===== config.mk =====
export PLATFORM = sky130hd
export DESIGN_NAME = mdio_mgmt_ctrl
export DESIGN_NICKNAME = d
export VERILOG_FILES = /design/src/rtl/mdio_pkg.sv /design/src/rtl/mdio_clkgen.sv /design/src/rtl/mdio_shifter.sv /design/src/rtl/mdio_cmd_regs.sv /design/src/rtl/mdio_mgmt_ctrl.sv
export SDC_FILE = /design/constraint.sdc
export NUM_CORES = 1
export LEC_CHECK = 0
export ABC_AREA = 1
export BUFFER_PORTS_ARGS = -buffer_cell sky130_fd_sc_hd__buf_4
export CORE_AREA = 2 2 127 92
export DETAILED_ROUTE_END_ITERATION = 7
export DIE_AREA = 0 0 129 94
export GPL_ROUTABILITY_DRIVEN = 1
export PLACE_DENSITY = 0.7
export SKIP_CTS_REPAIR_TIMING = 1
export SLEW_MARGIN = 20
export SYNTH_ARGS = -nofsm -noshare
export SYNTH_HDL_FRONTEND = slang
export SYNTH_SLANG_ARGS = --single-unit

===== constraint.sdc =====
create_clock -name clk -period 2.1 [get_ports clk]
set_clock_uncertainty 0.2 [all_clocks]
set_input_delay 0 -clock clk [delete_from_list [all_inputs] [get_ports clk]]
set_output_delay 0 -clock clk [all_outputs]
set_load 0.02 [all_outputs]

===== src/rtl/mdio_pkg.sv =====
// Shared constants for the MDIO management controller.
// Assumes a 15-bit command register and a 64-bit management frame.
package mdio_pkg;
    localparam int CMD_W    = 15;
    localparam int DATA_W   = 16;
    localparam int ADDR_W   = 5;
    localparam int CR_W     = 3;
    localparam int HALF_W   = 6;
    localparam int FRAME_LEN = 64;
    localparam int IDX_W    = $clog2(FRAME_LEN);
    localparam int TA_POS   = 46;
    localparam int DATA_POS = 48;

    // Field positions inside the command register
    localparam int BUSY_BIT = 0;
    localparam int DIR_BIT  = 1;
    localparam int CR_LSB   = 2;
    localparam int RA_LSB   = CR_LSB + CR_W;
    localparam int PA_LSB   = RA_LSB + ADDR_W;

    // Half period minus one, in system clocks, for a clock-range selector
    function automatic logic [HALF_W-1:0] mdc_half_m1(input logic [CR_W-1:0] sel);
        if (sel == '0) return HALF_W'(30);
        return HALF_W'(2 * int'(sel) + 1);
    endfunction
endpackage


===== src/rtl/mdio_clkgen.sv =====
// MDC generator: divides the system clock by an even ratio while enabled.
// Assumes half_m1 is stable whenever en is high. MDC rests low when disabled.
module mdio_clkgen #(
    parameter int CNT_W = 6
) (
    input  logic             clk,
    input  logic             rst_n,
    input  logic             en,
    input  logic [CNT_W-1:0] half_m1,
    output logic             mdc,
    output logic             rise_tick,
    output logic             fall_tick
);
    logic [CNT_W-1:0] cnt;
    logic             wrap;

    // Terminal count of the current half period
    always_comb begin
        wrap      = en && (cnt == half_m1);
        rise_tick = wrap && !mdc;
        fall_tick = wrap && mdc;
    end

    // Half-period counter and MDC toggle
    always_ff @(posedge clk) begin
        if (!rst_n || !en) begin
            cnt <= '0;
            mdc <= 1'b0;
        end else if (wrap) begin
            cnt <= '0;
            mdc <= ~mdc;
        end else begin
            cnt <= cnt + 1'b1;
        end
    end


    mdc_idle_low_chk: assert property (@(posedge clk) disable iff (!rst_n)
        !en |=> !mdc);

    mdc_toggle_en_chk: assert property (@(posedge clk) disable iff (!rst_n)
        !$stable(mdc) |-> $past(en));
endmodule


===== src/rtl/mdio_shifter.sv =====
// Frame engine: loads a full management frame on start, shifts it out on
// MDC falling ticks, captures read data on MDC rising ticks. Assumes the
// tick inputs come from the MDC generator enabled by 'active'.
module mdio_shifter
    import mdio_pkg::*;
(
    input  logic              clk,
    input  logic              rst_n,
    input  logic              start,
    input  logic              is_wr,
    input  logic [ADDR_W-1:0] phy_addr,
    input  logic [ADDR_W-1:0] reg_addr,
    input  logic [DATA_W-1:0] wdata,
    input  logic              rise_tick,
    input  logic              fall_tick,
    input  logic              mdio_i,
    output logic              active,
    output logic              done,
    output logic              mdio_o,
    output logic              mdio_oe,
    output logic [DATA_W-1:0] rdata
);
    logic [FRAME_LEN-1:0] sr;
    logic [IDX_W-1:0]     bitidx;
    logic                 rd_q;
    logic [FRAME_LEN-1:0] frame;

    // Assemble the frame to be sent
    always_comb begin
        frame = {{32{1'b1}}, 2'b01, (is_wr ? 2'b01 : 2'b10), phy_addr, reg_addr,
                 (is_wr ? 2'b10 : 2'b11), (is_wr ? wdata : {DATA_W{1'b0}})};
    end

    // Line drivers: idle high, released during read turnaround and data
    always_comb begin
        mdio_o  = active ? sr[FRAME_LEN-1] : 1'b1;
        mdio_oe = !(active && rd_q && (bitidx >= IDX_W'(TA_POS)));
    end

    // Frame sequencing, shifting and read capture
    always_ff @(posedge clk) begin
        if (!rst_n) begin
            sr     <= '1;
            bitidx <= '0;
            rd_q   <= 1'b0;
            active <= 1'b0;
            done   <= 1'b0;
            rdata  <= '0;
        end else begin
            done <= 1'b0;
            if (start && !active) begin
                sr     <= frame;
                bitidx <= '0;
                rd_q   <= !is_wr;
                active <= 1'b1;
                rdata  <= '0;
            end else if (active) begin
                if (rise_tick && rd_q && (bitidx >= IDX_W'(DATA_POS)))
                    rdata <= {rdata[DATA_W-2:0], mdio_i};
                if (fall_tick) begin
                    if (bitidx == IDX_W'(FRAME_LEN-1)) begin
                        active <= 1'b0;
                        done   <= 1'b1;
                        sr     <= '1;
                    end else begin
                        bitidx <= bitidx + 1'b1;
                        sr     <= {sr[FRAME_LEN-2:0], 1'b1};
                    end
                end
            end
        end
    end


    shift_on_fall_chk: assert property (@(posedge clk) disable iff (!rst_n)
        active && $past(active) && !$stable(sr) |-> $past(fall_tick));

    write_keeps_oe_chk: assert property (@(posedge clk) disable iff (!rst_n)
        active && !rd_q |-> mdio_oe);

    done_single_chk: assert property (@(posedge clk) disable iff (!rst_n)
        done |-> !active && $past(active));
endmodule


===== src/rtl/mdio_cmd_regs.sv =====
// Command and data registers. The busy bit is both the go trigger and the
// completion flag. Assumes done is a one-cycle pulse from the frame engine.
module mdio_cmd_regs
    import mdio_pkg::*;
(
    input  logic              clk,
    input  logic              rst_n,
    input  logic              cmd_wr,
    input  logic [CMD_W-1:0]  cmd_wdata,
    input  logic              data_wr,
    input  logic [DATA_W-1:0] data_wdata,
    input  logic              done,
    input  logic [DATA_W-1:0] rdata,
    output logic              start,
    output logic              is_wr,
    output logic [CR_W-1:0]   cr_sel,
    output logic [ADDR_W-1:0] phy_addr,
    output logic [ADDR_W-1:0] reg_addr,
    output logic [DATA_W-1:0] data_q,
    output logic [CMD_W-1:0]  cmd_rdata
);
    logic busy;

    // Command register readback
    always_comb cmd_rdata = {phy_addr, reg_addr, cr_sel, is_wr, busy};

    // Command fields, busy flag and start pulse
    always_ff @(posedge clk) begin
        if (!rst_n) begin
            busy     <= 1'b0;
            start    <= 1'b0;
            is_wr    <= 1'b0;
            cr_sel   <= '0;
            phy_addr <= '0;
            reg_addr <= '0;
        end else begin
            start <= 1'b0;
            if (done) begin
                busy <= 1'b0;
            end else if (cmd_wr && !busy) begin
                busy     <= cmd_wdata[BUSY_BIT];
                start    <= cmd_wdata[BUSY_BIT];
                is_wr    <= cmd_wdata[DIR_BIT];
                cr_sel   <= cmd_wdata[CR_LSB +: CR_W];
                reg_addr <= cmd_wdata[RA_LSB +: ADDR_W];
                phy_addr <= cmd_wdata[PA_LSB +: ADDR_W];
            end
        end
    end

    // Data register: software writes, read result at completion
    always_ff @(posedge clk) begin
        if (!rst_n)
            data_q <= '0;
        else if (done && !is_wr)
            data_q <= rdata;
        else if (data_wr)
            data_q <= data_wdata;
    end


    fields_hold_chk: assert property (@(posedge clk) disable iff (!rst_n)
        busy && $past(busy) |-> $stable({phy_addr, reg_addr, cr_sel, is_wr}));

    done_clears_busy_chk: assert property (@(posedge clk) disable iff (!rst_n)
        done |=> !busy);

    start_sets_busy_chk: assert property (@(posedge clk) disable iff (!rst_n)
        start |-> busy);
endmodule


===== src/rtl/mdio_mgmt_ctrl.sv =====
// MDIO management controller top: register pair, MDC generator and frame
// engine. Assumes a single system clock and synchronous active-low reset.
module mdio_mgmt_ctrl
    import mdio_pkg::*;
(
    input  logic              clk,
    input  logic              rst_n,
    input  logic              cmd_wr,
    input  logic [CMD_W-1:0]  cmd_wdata,
    output logic [CMD_W-1:0]  cmd_rdata,
    input  logic              data_wr,
    input  logic [DATA_W-1:0] data_wdata,
    output logic [DATA_W-1:0] data_rdata,
    output logic              mdc,
    output logic              mdio_o,
    output logic              mdio_oe,
    input  logic              mdio_i
);
    logic              start, is_wr, active, done, rise_tick, fall_tick;
    logic [CR_W-1:0]   cr_sel;
    logic [ADDR_W-1:0] phy_addr, reg_addr;
    logic [DATA_W-1:0] rdata;
    logic [HALF_W-1:0] half_m1;

    // Divider selection from the clock-range field
    always_comb half_m1 = mdc_half_m1(cr_sel);

    mdio_cmd_regs u_regs (
        .clk(clk), .rst_n(rst_n), .cmd_wr(cmd_wr), .cmd_wdata(cmd_wdata),
        .data_wr(data_wr), .data_wdata(data_wdata), .done(done), .rdata(rdata),
        .start(start), .is_wr(is_wr), .cr_sel(cr_sel), .phy_addr(phy_addr),
        .reg_addr(reg_addr), .data_q(data_rdata), .cmd_rdata(cmd_rdata)
    );

    mdio_clkgen #(.CNT_W(HALF_W)) u_clk (
        .clk(clk), .rst_n(rst_n), .en(active), .half_m1(half_m1),
        .mdc(mdc), .rise_tick(rise_tick), .fall_tick(fall_tick)
    );

    mdio_shifter u_shift (
        .clk(clk), .rst_n(rst_n), .start(start), .is_wr(is_wr),
        .phy_addr(phy_addr), .reg_addr(reg_addr), .wdata(data_rdata),
        .rise_tick(rise_tick), .fall_tick(fall_tick), .mdio_i(mdio_i),
        .active(active), .done(done), .mdio_o(mdio_o), .mdio_oe(mdio_oe),
        .rdata(rdata)
    );
endmodule


Yosys cells after proc, flatten, opt, wreduce, memory -nomap -nowiden
Index checks and enable logic that the tools add are counted.
{ "classes": {"n_reduce_logical": 31, "n_mux": 18, "magnitude_cmp": 2, "n_addsub": 3, "n_eq_ne": 2, "bitwise_logic": 7} }
{ "op_table": {"columns": ["cell", "n"], "rows": [
  ["32-bit two-way mux", 3],
  ["64-bit two-way mux", 1],
  ["16-bit two-way mux", 3],
  ["6-bit by 1-bit adder with 6-bit output, second input constant", 2],
  ["6-bit >= comparator, second input constant", 2],
  ["6-bit two-way mux", 2],
  ["1-bit logical AND", 10],
  ["1-bit two-way mux", 8],
  ["2-bit AND reduction", 4],
  ["1-bit inverter", 7],
  ["6-bit == test", 1],
  ["6-bit == test, second input constant", 1],
  ["1-bit zero test", 6],
  ["2-bit nonzero test", 3],
  ["2-bit OR reduction", 3],
  ["4-bit by 1-bit adder with 5-bit output, second input constant", 1],
  ["4-bit OR reduction", 1],
  ["3-bit zero test", 1],
  ["3-bit AND reduction", 1],
  ["3-bit OR reduction", 1],
  ["2-bit two-way mux", 1],
  ["1-bit logical OR", 1]
]} }
{ "word_totals": {"reg_bits": 128, "word_cells": 79} }

Logic depth before layout (Yosys ltp)
{ "depth": {"depth_word": 9, "mapped_depth": 14, "ltp_nobuf": 12} }

By module
From an unflattened synthesis, not the netlist that was laid out.
{ "hier_totals": {"cells_unflattened": 740, "area_unflattened_um2": 5594.1} }
{ "modules_own_cells": {"columns": ["module", "seq_area_each_um2", "area_each_um2", "instances", "cells_each"], "rows": [
  ["mdio_shifter", 1781.7, 3413.3, 1, 412],
  ["mdio_cmd_regs", 640.6, 1665.3, 1, 253],
  ["mdio_clkgen", 140.1, 469.2, 1, 65],
  ["mdio_mgmt_ctrl", 0.0, 46.3, 1, 10]
]} }

Worst setup path before layout
OpenSTA, ideal clock, no wires.
{ "synth_timing": {"path_type": "reg2reg", "startpoint": "register u_regs.cr_sel[1]", "endpoint": "register u_shift.sr[31]", "setup_ns": 0.128, "arrival_time_ns": 1.464, "setup_slack_ns": 0.308, "t_required_ns": 1.772, "stages_incl_launch_ff": 14, "synth_period_minus_slack_ns": 1.792, "cell_sequence": "dfxtp_1 -> inv_1 -> nand2_1 -> nand2_1 -> nor2_1 -> nand2_1 -> nand2_1 -> nand3_4 -> nand2_2 -> inv_2 -> buf_6 -> buf_6 -> nand2_2 -> nand3_2"} }
{ "synth_between": {"elab_chain_cells": 8} }
{ "synth_rtl": {"columns": ["item", "line_no", "rtl"], "rows": [
  ["start: declaration", "mdio_cmd_regs.sv:16", "output logic [CR_W-1:0] cr_sel,"],
  ["start signal: assignment", "mdio_cmd_regs.sv:44", "cr_sel <= cmd_wdata[CR_LSB +: CR_W];"],
  ["branches (longest 2 deep; another with 4-bit by 1-bit adder with 5-bit output)", null, null],
  ["6-bit two-way mux *", "mdio_pkg.sv:24", "return HALF_W'(2 * int'(sel) + 1);"],
  ["6-bit == test *", "mdio_clkgen.sv:19", "wrap = en && (cnt == half_m1);"],
  ["1-bit logical AND *", "mdio_clkgen.sv:19", null],
  ["1-bit logical AND *", "mdio_clkgen.sv:21", "fall_tick = wrap && mdc;"],
  ["2-bit nonzero test (no source line) *", null, null],
  ["2-bit AND reduction (no source line) *", null, null],
  ["end signal: assignment", "mdio_shifter.sv:52", "sr <= frame;"],
  ["end signal: assignment", "mdio_shifter.sv:67", "sr <= {sr[FRAME_LEN-2:0], 1'b1};"],
  ["end: declaration", "mdio_shifter.sv:23", "logic [FRAME_LEN-1:0] sr;"]
]} }
Every way passes the cells marked *.
A chain may end at the register's enable or synchronous reset.

Worst setup path in the final report
{ "layout_timing": {"startpoint": "register u_regs.busy", "endpoint": "register u_regs.start"} }
{ "layout_between": {"elab_chain_cells": 4} }
{ "layout_rtl": {"columns": ["item", "line_no", "rtl"], "rows": [
  ["start: declaration", "mdio_cmd_regs.sv:22", "logic busy;"],
  ["start signal: assignment", "mdio_cmd_regs.sv:41", "busy <= cmd_wdata[BUSY_BIT];"],
  ["1-bit zero test", "mdio_cmd_regs.sv:40", "end else if (cmd_wr && !busy) begin"],
  ["1-bit logical AND", "mdio_cmd_regs.sv:40", null],
  ["1-bit inverter (no source line)", null, null],
  ["3-bit OR reduction (no source line)", null, null],
  ["end signal: assignment", "mdio_cmd_regs.sv:42", "start <= cmd_wdata[BUSY_BIT];"],
  ["end: declaration", "mdio_cmd_regs.sv:14", "output logic start,"]
]} }
No other way between the ends.

==> impl_metrics.csv <==
group,metric,value,unit
sta,finalCritPeriodShare,0.909,
synthesis,synthTopCellsByArea,"dfxtp_1 48%, o21ai_0 9.6%, nand2_1 6.4%",
sta,finalHoldViolCount,0,
sta,relSlewSlack,0.656,
run_status,status,"complete, no violations",
global_routing,grtUsageTotal,0.227,
clock_network,cts_max_level,4,
floorplan,core-area,10900,sq um
floorplan,dieHeight,94,um
global_routing,grt_pass1_vias,4417,
setup_path,cp-start-kind,"register",
job,drv_cap,0,
synthesis,synth.distinct_cells,34,
placement,io_buffers,69,
floorplan,die_w,129,um
detailed_routing,routedWlPerCell,14.4,um
setup_path,critPathBufInv,3,
layout,layout-drive-gt1-share,0.192,
setup_path,worst-setup-path-type,"register to register",
sta,worstMarginPinSlew,516,ps
clock_network,cts_max_path_buffers,2,
sta,max_freq,524,MHz
global_routing,grt_max_degree,46,
synthesis,synth_top_area_frac,0.478,
synthesis,synth_edf_count,0,
power_and_ir_drop,power_frac_comb,0.083,
layout,fin_nets,808,
clock_network,cts.clk_slew.worst_paths,60,ps
detailed_routing,wl,13500,um
floorplan,io_pins,70,
detailed_routing,initialDrtViolationCount,407,
setup_path,rr_worst_depth,5,
placement,place_congestion,0.816,
synthesis,synth_cells,687,
clock_network,cts_made_buffers,17,
synthesis,ys_async_sr_fraction,0,
power_and_ir_drop,switching_share,0.232,
setup_path,max_stage_delay,570,ps
power_and_ir_drop,leakagePower,2.97,nW
detailed_routing,vias,4903,
layout,nFillCells,913,
layout,final_area,6910,sq um
sta,rsz0062_at_grt,"no",
floorplan,rows,32,
setup_path,cp_max_fo,3,
setup_path,path_delay_family,"buffers and inverters",
detailed_routing,via_per_inst,5.24,
detailed_routing,drc,0,
power_and_ir_drop,p_per_area,867,nW/um^2
global_routing,antenna_found_initial,0,
synthesis,syn_nets,725,
placement,dp_hpwl,8470,um
setup_path,crit_path_end_kind,"register",
setup_path,cp_slowest_cell,"dlygate4sd3_1",
sta,setup_tns,0,ps
layout,area_growth_syn_to_layout,28.9,%
power_and_ir_drop,pwr-share-clk,0.489,
layout,num_antenna_cells,0,
sta,finalCriticalPeriod,1910,ps
global_routing,grt_pass1_wl,21700,um
sta,slew_viol_final,0,
setup_path,critical_path_cell_count,5,
synthesis,synth_area,5360,sq um
clock_network,cts-root-buf,"clkbuf_16",
power_and_ir_drop,net-switching-power,0.00139,W
clock_network,numClockSinks,128,
setup_path,crit_top_cell,"dlygate4sd3_1",
power_and_ir_drop,ir_drop,0.595,mV
power_and_ir_drop,seq_power_share,0.428,
detailed_routing,ant_nets,0,
synthesis,synthTopCellsByCount,"128 x dfxtp_1, 103 x o21ai_0, 92 x nand2_1",
clock_network,insertion_delay,420,ps
worst_hold_path,hold_depth,4,
layout,final_util,0.637,
global_routing,gr-total-overflow,0,
setup_path,path_cells,"inv_1 -> nand3_1 -> dlygate4sd3_1 -> nor2_1 -> dlygate4sd3_1",
synthesis,yosysTopAreaCell,"dfxtp_1",
floorplan,dieArea,12100,sq um
setup_path,cp.required,2200,ps
placement,placed_area,5920,sq um
synthesis,yosysMostFrequentCell,"dfxtp_1",
clock_network,cts_tree,"yes",
synthesis,synth-warning-count,0,
synthesis,seq_area_frac_synth,0.478,
power_and_ir_drop,p_int,0.00460,W
detailed_routing,detailedRoute.firstPassIterationCount,5,
synthesis,ys.flop_type,"dfxtp_1",
setup_path,arrival,2010,ps
worst_hold_path,hp-class,"input port to register",
sta,setup-violations-final,0,
synthesis,synth_area_per_cell,7.80,sq um
floorplan,start_util,0.494,
synthesis,ys_seq_elements,128,
[cell usage in the layout (no fill, tap or decap), drive strengths merged, types with 2 or more instances in the layout]
master | netlist | final
dfxtp | 128 | 128
o21ai | 110 | 110
nand2 | 104 | 104
buf | 33 | 84
nand3 | 75 | 75
inv | 73 | 73
a21oi | 63 | 63
dlygate4sd3 | 0 | 39
clkbuf | 26 | 23
nor2 | 21 | 21
a211oi | 16 | 16
a31oi | 16 | 16
nand4 | 5 | 5
xor2 | 4 | 4
clkinv | 0 | 4
clkinvlp | 0 | 3
nor3 | 3 | 3
xnor2 | 2 | 2
ha | 2 | 2
bufinv | 0 | 2
or2 | 2 | 2
[per-layer routing]
metal	track usage	vias up	part of all wire
met5	0	-	0
met4	0.0788	0	0.0097
met3	0.0615	14	0.049
met2	0.350	140	0.47
met1	0.308	2290	0.48
li1	-	2459	-
[layout make-up]
class	instances	area, sq um	share of cell area
multi-input combinational	427	2220	0.321
clock inverter	9	106	0.0154
tap	153	191	0.0277
inverter	73	274	0.0397
timing repair buffer	123	1070	0.155
sequential	128	2560	0.371
clock buffer	23	488	0.0706
[kinds of logic after synthesis]
family / after synthesis / share of synthesized area
flops: 128 / 0.478
simple gates: 211 / 0.191
buf+inv: 132 / 0.109
compound gates: 208 / 0.207
fa+ha+maj: 2 / 0.00467
xor+xnor: 6 / 0.00980
[power groups by stage]
stage          clock network [W]  registers [W]  logic (W)
2_1_floorplan                  0        0.00262   0.000260
3_3_place_gp                   0        0.00261   0.000420
3_5_place_dp                   0        0.00262   0.000431
4_1_cts                  0.00296        0.00256   0.000434
5_1_grt                  0.00309        0.00257   0.000545
6_report                 0.00293        0.00257   0.000495
[worst min-delay path, delay by kind of cell]
family / cells / cell delay, ps
AO/OA/AOI/OAI: 2 / 170
buffers and inverters: 2 / 610
[flip-flops by register name (all words and copies together), names as in the netlist]
name	count
u_regs.is_wr	1
u_shift.done	1
u_regs.data_q	16
u_regs.start	1
u_regs.reg_addr	5
u_shift.active	1
u_clk.cnt	6
u_shift.rd_q	1
u_regs.busy	1
u_regs.cr_sel	3
u_shift.bitidx	6
u_shift.rdata	16
u_clk.mdc	1
u_shift.sr	64
u_regs.phy_addr	5
[worst paths after layout]
path                                            startpoint                         endpoint  slack, ps
worst max-delay path              u_regs.busy$_SDFFE_PP0P_          u_regs.start$_SDFF_PP0_        190
worst min-delay path                         cmd_wdata[14]  u_regs.phy_addr[4]$_SDFFE_PN0P_        200
worst max register to register    u_regs.busy$_SDFFE_PP0P_          u_regs.start$_SDFF_PP0_        190
worst min register to register  u_shift.sr[6]$_SDFFE_PN1P_       u_shift.sr[6]$_SDFFE_PN1P_        250
[stage by stage]
| stage | hold WS (ps) | setup WS [ps] | total power, W | std cells |
|---|---|---|---|---|
| 2_1_floorplan | -39.0 | 308 | 0.00288 | 687 |
| 3_3_place_gp | 75.7 | 227 | 0.00303 | 865 |
| 3_5_place_dp | 84.5 | 176 | 0.00305 | 865 |
| 4_1_cts | -350 | 110 | 0.00596 | 897 |
| 5_1_grt | 252 | 2.05 | 0.00620 | 936 |
| 6_report | 203 | 192 | 0.00599 | 936 |
Power figures use the tool's default switching activity.
